[src/rtl/pwr_mgmt_pkg.sv]
package pwr_mgmt_pkg;
  localparam int REG_W = 16;
  localparam int LANES = REG_W / 8;

  localparam int STS_BIT = 15;
  localparam int ARM_BIT = 8;
  localparam int NSR_BIT = 3;
  localparam int PS_LO   = 0;
  localparam int PS_W    = 2;

  localparam logic [PS_W-1:0] PS_D0    = 2'b00;
  localparam logic [PS_W-1:0] PS_D3HOT = 2'b11;

  localparam logic [REG_W-1:0] RSVD_MASK = 16'h7EF4;

  typedef struct packed {
    logic            psLoad;
    logic [PS_W-1:0] psNext;
    logic            armLoad;
    logic            armNext;
    logic            stsClear;
    logic            softRstReq;
  } pmStrobe_t;
endpackage

[src/rtl/pwr_mgmt_ctrl.sv]
module pwr_mgmt_ctrl
  import pwr_mgmt_pkg::*;
#(
  parameter bit NO_SOFT_RST = 1'b1
) (
  input  logic             cfgWrEn,
  input  logic [LANES-1:0] cfgByteEn,
  input  logic [REG_W-1:0] cfgWrData,
  input  logic [PS_W-1:0]  curPs,
  output pmStrobe_t        strobe
);
  logic [LANES-1:0] laneWr;
  logic [PS_W-1:0]  psReq;
  logic             psLegal;
  logic             unusedBits;

  for (genvar g = 0; g < LANES; g++) begin : g_lane
    assign laneWr[g] = cfgWrEn & cfgByteEn[g];
  end

  assign psReq   = cfgWrData[PS_LO +: PS_W];
  assign psLegal = (psReq == PS_D0) || (psReq == PS_D3HOT);

  assign unusedBits = ^(cfgWrData & RSVD_MASK) ^ cfgWrData[NSR_BIT];

  always_comb begin
    strobe            = '0;
    strobe.psLoad     = laneWr[PS_LO / 8] & psLegal;
    strobe.psNext     = psReq;
    strobe.armLoad    = laneWr[ARM_BIT / 8];
    strobe.armNext    = cfgWrData[ARM_BIT];
    strobe.stsClear   = laneWr[STS_BIT / 8] & cfgWrData[STS_BIT];
    strobe.softRstReq = strobe.psLoad && !NO_SOFT_RST &&
                        (curPs == PS_D3HOT) && (psReq == PS_D0);
  end
endmodule

[src/rtl/pwr_mgmt_dp.sv]
module pwr_mgmt_dp
  import pwr_mgmt_pkg::*;
#(
  parameter bit PME_SUPPORT = 1'b1
) (
  input  logic            clk,
  input  logic            porN,
  input  logic            busRstN,
  input  logic            pmeEvent,
  input  pmStrobe_t       strobe,
  output logic [PS_W-1:0] psQ,
  output logic            armQ,
  output logic            stsQ,
  output logic            pulseQ
);
  logic keepCtx;

  assign keepCtx = PME_SUPPORT && armQ;

  always_ff @(posedge clk or negedge porN) begin
    if (!porN) begin
      psQ    <= PS_D0;
      armQ   <= 1'b0;
      stsQ   <= 1'b0;
      pulseQ <= 1'b0;
    end else if (!busRstN) begin
      psQ    <= PS_D0;
      pulseQ <= 1'b0;
      if (!keepCtx) begin
        armQ <= 1'b0;
        stsQ <= 1'b0;
      end
    end else begin
      if (strobe.psLoad) psQ <= strobe.psNext;
      if (strobe.armLoad) armQ <= strobe.armNext & PME_SUPPORT;
      if (pmeEvent && PME_SUPPORT) stsQ <= 1'b1;
      else if (strobe.stsClear) stsQ <= 1'b0;
      pulseQ <= strobe.softRstReq;
    end
  end
endmodule

[src/rtl/pwr_mgmt_csr.sv]
module pwr_mgmt_csr
  import pwr_mgmt_pkg::*;
#(
  parameter bit NO_SOFT_RST = 1'b1,
  parameter bit PME_SUPPORT = 1'b1
) (
  input  logic        clk,
  input  logic        porN,
  input  logic        busRstN,
  input  logic        cfgWrEn,
  input  logic [1:0]  cfgByteEn,
  input  logic [15:0] cfgWrData,
  output logic [15:0] cfgRdData,
  input  logic        pmeEvent,
  output logic        pmeN,
  output logic        ioMemBlock,
  output logic        intrMask,
  output logic        softRstPulse
);
  pmStrobe_t       strobe;
  logic [PS_W-1:0] psQ;
  logic            armQ;
  logic            stsQ;
  logic            pulseQ;
  logic            inD3;

  pwr_mgmt_ctrl #(.NO_SOFT_RST(NO_SOFT_RST)) u_ctrl (
    .cfgWrEn  (cfgWrEn),
    .cfgByteEn(cfgByteEn),
    .cfgWrData(cfgWrData),
    .curPs    (psQ),
    .strobe   (strobe)
  );

  pwr_mgmt_dp #(.PME_SUPPORT(PME_SUPPORT)) u_dp (
    .clk     (clk),
    .porN    (porN),
    .busRstN (busRstN),
    .pmeEvent(pmeEvent),
    .strobe  (strobe),
    .psQ     (psQ),
    .armQ    (armQ),
    .stsQ    (stsQ),
    .pulseQ  (pulseQ)
  );

  always_comb begin
    cfgRdData                   = '0;
    cfgRdData[STS_BIT]          = stsQ;
    cfgRdData[ARM_BIT]          = armQ;
    cfgRdData[NSR_BIT]          = NO_SOFT_RST;
    cfgRdData[PS_LO +: PS_W]    = psQ;
  end

  assign inD3         = (psQ == PS_D3HOT);
  assign ioMemBlock   = inD3;
  assign intrMask     = inD3;
  assign pmeN         = ~(stsQ & armQ);
  assign softRstPulse = pulseQ;
endmodule

[config.mk]
export PLATFORM = sky130hd
export DESIGN_NAME = pwr_mgmt_csr
export DESIGN_NICKNAME = d
export VERILOG_FILES = /design/src/rtl/pwr_mgmt_pkg.sv /design/src/rtl/pwr_mgmt_ctrl.sv /design/src/rtl/pwr_mgmt_dp.sv /design/src/rtl/pwr_mgmt_csr.sv
export SDC_FILE = /design/constraint.sdc
export NUM_CORES = 1
export LEC_CHECK = 0
export BUFFER_PORTS_ARGS = -buffer_cell sky130_fd_sc_hd__buf_2
export CORE_AREA = 2 2 39 41
export CTS_CLUSTER_SIZE = 12
export DETAILED_ROUTE_END_ITERATION = 8
export DIE_AREA = 0 0 41 43
export GPL_TIMING_DRIVEN = 0
export PLACE_DENSITY = 0.7
export SLEW_MARGIN = 10
export SYNTH_ARGS = -nofsm -noshare
export SYNTH_HDL_FRONTEND = slang
export SYNTH_SLANG_ARGS = --single-unit
[constraint.sdc]
create_clock -name clk -period 0.8 [get_ports clk]
set_input_delay 0.16 -clock clk [delete_from_list [all_inputs] [get_ports clk]]
set_output_delay 0.16 -clock clk [all_outputs]
set_load 0.05 [all_outputs]
==> reports/qor.csv <==
metric,value,unit
via_per_inst,3.71,
utilization,50.2,%
p_clk_share,23.6,%
fp.dieH,43,um
endpoint,ioMemBlock,
register_area,103,um^2
setup_violations,11,
post_synth.cell_area_avg,8.37,um^2
startpoint_type,flop,
drive_gt1_share,68.4,%
syn_inst,39,
status,finished with violations,
dieArea,1760,um^2
ys_types,12,
gr-total-overflow,0,
fin_crit,1200,ps
portBuffers,17,
max_freq,836,MHz
p_per_area,1690,nW/um^2
drcViolationCount,0,
maxSlewViolCount,0,
grt_max_degree,7,
synth-seq-cells,4,
cp_data_required_time,640,ps
cts_buffers,3,
final_hold_viol_count,0,
cts.sinks,4,
clock_skew,0.0432,ps
tritoncts,done,
drt_wl_total,875,um
wire_per_inst,9.21,um
p_int,0.694,mW
power,1.17,mW
rsz0062_at_grt,true,
antenna_found_initial,0,
synth.cell_area,327,um^2
critPathLaunch,u_dp.psQ[1],
std_cell_rows,14,
path_common_cell,buf_8,
grtUsageTotal,8.94,%
first_global_vias,289,
crit_path_end_kind,primary output,
crit_buf_inv,2,
clk_path_buf_depth,2,
multi_input_area,184,um^2
p_leak,0.368,nW
cts_root_buffer,clkbuf_4,
ios,43,
synth-seq-area-share,30.7,%
fill_cells,129,
r2r_start,u_dp.psQ[1],
place_congestion,0.510,
swShare,40.9,%
fin_nets,103,
setup_slack,-397,ps
ir_drop,440,uV
path_clk_slew,40,ps
clock_latency,230,ps
cap_violations,0,
coreArea,1380,um^2
crit_arrival,1040,ps
yosysWarnings,0,
fin_crit_sh,150,%
violations,setup timing,
r2r-end,u_dp.psQ[1],
die_w,41,um
hold_class,primary input to flop,
worstSetupPathType,flop to primary output,
areaGrowthSynthToFinish,113,%
cp_num_cells,3,
critPathMaxStageDelay,390,ps
r2r_cells,5,
antennaDiodeCount,0,
grt_pass1_wl,1000,um
p_comb_share,54.8,%
ant_nets,0,
hold_depth,2,
num_vias,352,
initial_core_util,23.6,%
worstPathMaxFanout,2,
reg2reg_slack,-210,ps
pwr-share-seq,21.6,%
switchingPower,0.481,mW
worstPathCellList,and2_4 -> buf_8 -> buf_8,
htree_levels,1,
dr.pass1.iters,3,
cpLargestDelayFamily,flip-flops,
cp_slowest_cell,dfrtp_2,
drt_iter0_drc,1,
stage by stage:
step / worst slack (ps) / std cells / cell area, um^2 / TNS (ps) / hold slack [ps]
final: -397 / 95 / 694 / -2780 / 157
after global routing: -429 / 95 / 694 / -3100 / 153
after CTS: -400 / 93 / 629 / -2560 / 150
after detailed placement: -235 / 83 / 488 / -696 / -32.4
after global placement: -222 / 83 / 488 / -634 / -34.0
after floorplan: -352 / 50 / 383 / -682 / -136
state kept, by name, summed over array words and instances (netlist names):
register / flops
u_dp.stsQ: 1
u_dp.armQ: 1
u_dp.psQ: 2
kinds of logic (layout without fill, tap and decap cells):
group	Yosys count	count (layout)	share of synthesized area, %
AOI/OAI and AO/OA	7	7	12.3
buffers and inverters	16	45	36.8
DFF	4	4	30.7
muxes	1	1	4.60
other	2	13	2.30
and+or+nand+nor	9	9	13.4
power groups by stage:
stage / sequential [mW] / clock [mW] / combinational (mW)
floorplan: 0.274 / 0 / 0.353
global placement: 0.256 / 0 / 0.444
detailed placement: 0.257 / 0 / 0.448
CTS: 0.251 / 0.289 / 0.585
global route: 0.256 / 0.312 / 0.676
finish: 0.254 / 0.277 / 0.644
metal layers:
metal	share of wire (%)	GRT usage, %	routed length, um	vias up
met5	0	0	0	-
met2	63	17.5	551	17
met3	7.5	3.14	66	0
met1	29	4.82	257	155
met4	0	8.00	0	0
li1	-	-	-	180
cells in the mapped netlist, drive strengths merged:
cell    n  area share [%]
buf    16              37
nand2   5             5.7
dfrtp   4              31
a21oi   3             4.6
a31oi   2             3.8
conb    2             2.3
nand3   2             4.6
o22ai   2             3.8
and2    1             1.9
mux2    1             4.6
nor2    1             1.1
area by class of cell:
type | instances | area share [%]
Sequential cell | 4 | 14.8
Multi-Input combinational cell | 30 | 26.5
Tap cell | 16 | 2.88
Timing Repair Buffer | 25 | 32.6
Clock buffer | 4 | 3.78
Buffer | 16 | 19.5
timing repair:
item | CTS | global route
hold buffers | 1 | 0
gates resized for setup | 20 | 10
endpoints found under the hold margin | 4 | 0
endpoints found under the setup margin | 7 | 11
pin swaps | 2 | 2
buffers inserted | 5 | 2
layout by cell type, fill, tap and decap left out:
master / count
buf_4: 15
conb_1: 13
buf_2: 11
buf_8: 7
buf_6: 7
nand2_1: 3
clkbuf_4: 3
nand2_2: 2
o22ai_1: 2
a21oi_2: 2
dfrtp_1: 2
dfrtp_2: 2
and2_4: 1
nand3_2: 1
mux2_4: 1
nor2_1: 1
a31oi_4: 1
nand3_1: 1
a21oi_1: 1
a31oi_2: 1
clkbuf_1: 1
dlygate4sd3_1: 1
worst min-delay path by stage:
stage	start	endpoint	slack (ps)
6_report	cfgWrData[8]	u_dp.armQ	160
5_1_grt	cfgWrData[8]	u_dp.armQ	150
4_1_cts	cfgWrData[8]	u_dp.armQ	150
3_5_place_dp	porN	u_dp.armQ	-30
3_3_place_gp	porN	u_dp.armQ	-30
2_1_floorplan	porN	u_dp.armQ	-140
No activity file was read; power rests on OpenSTA's default activity.
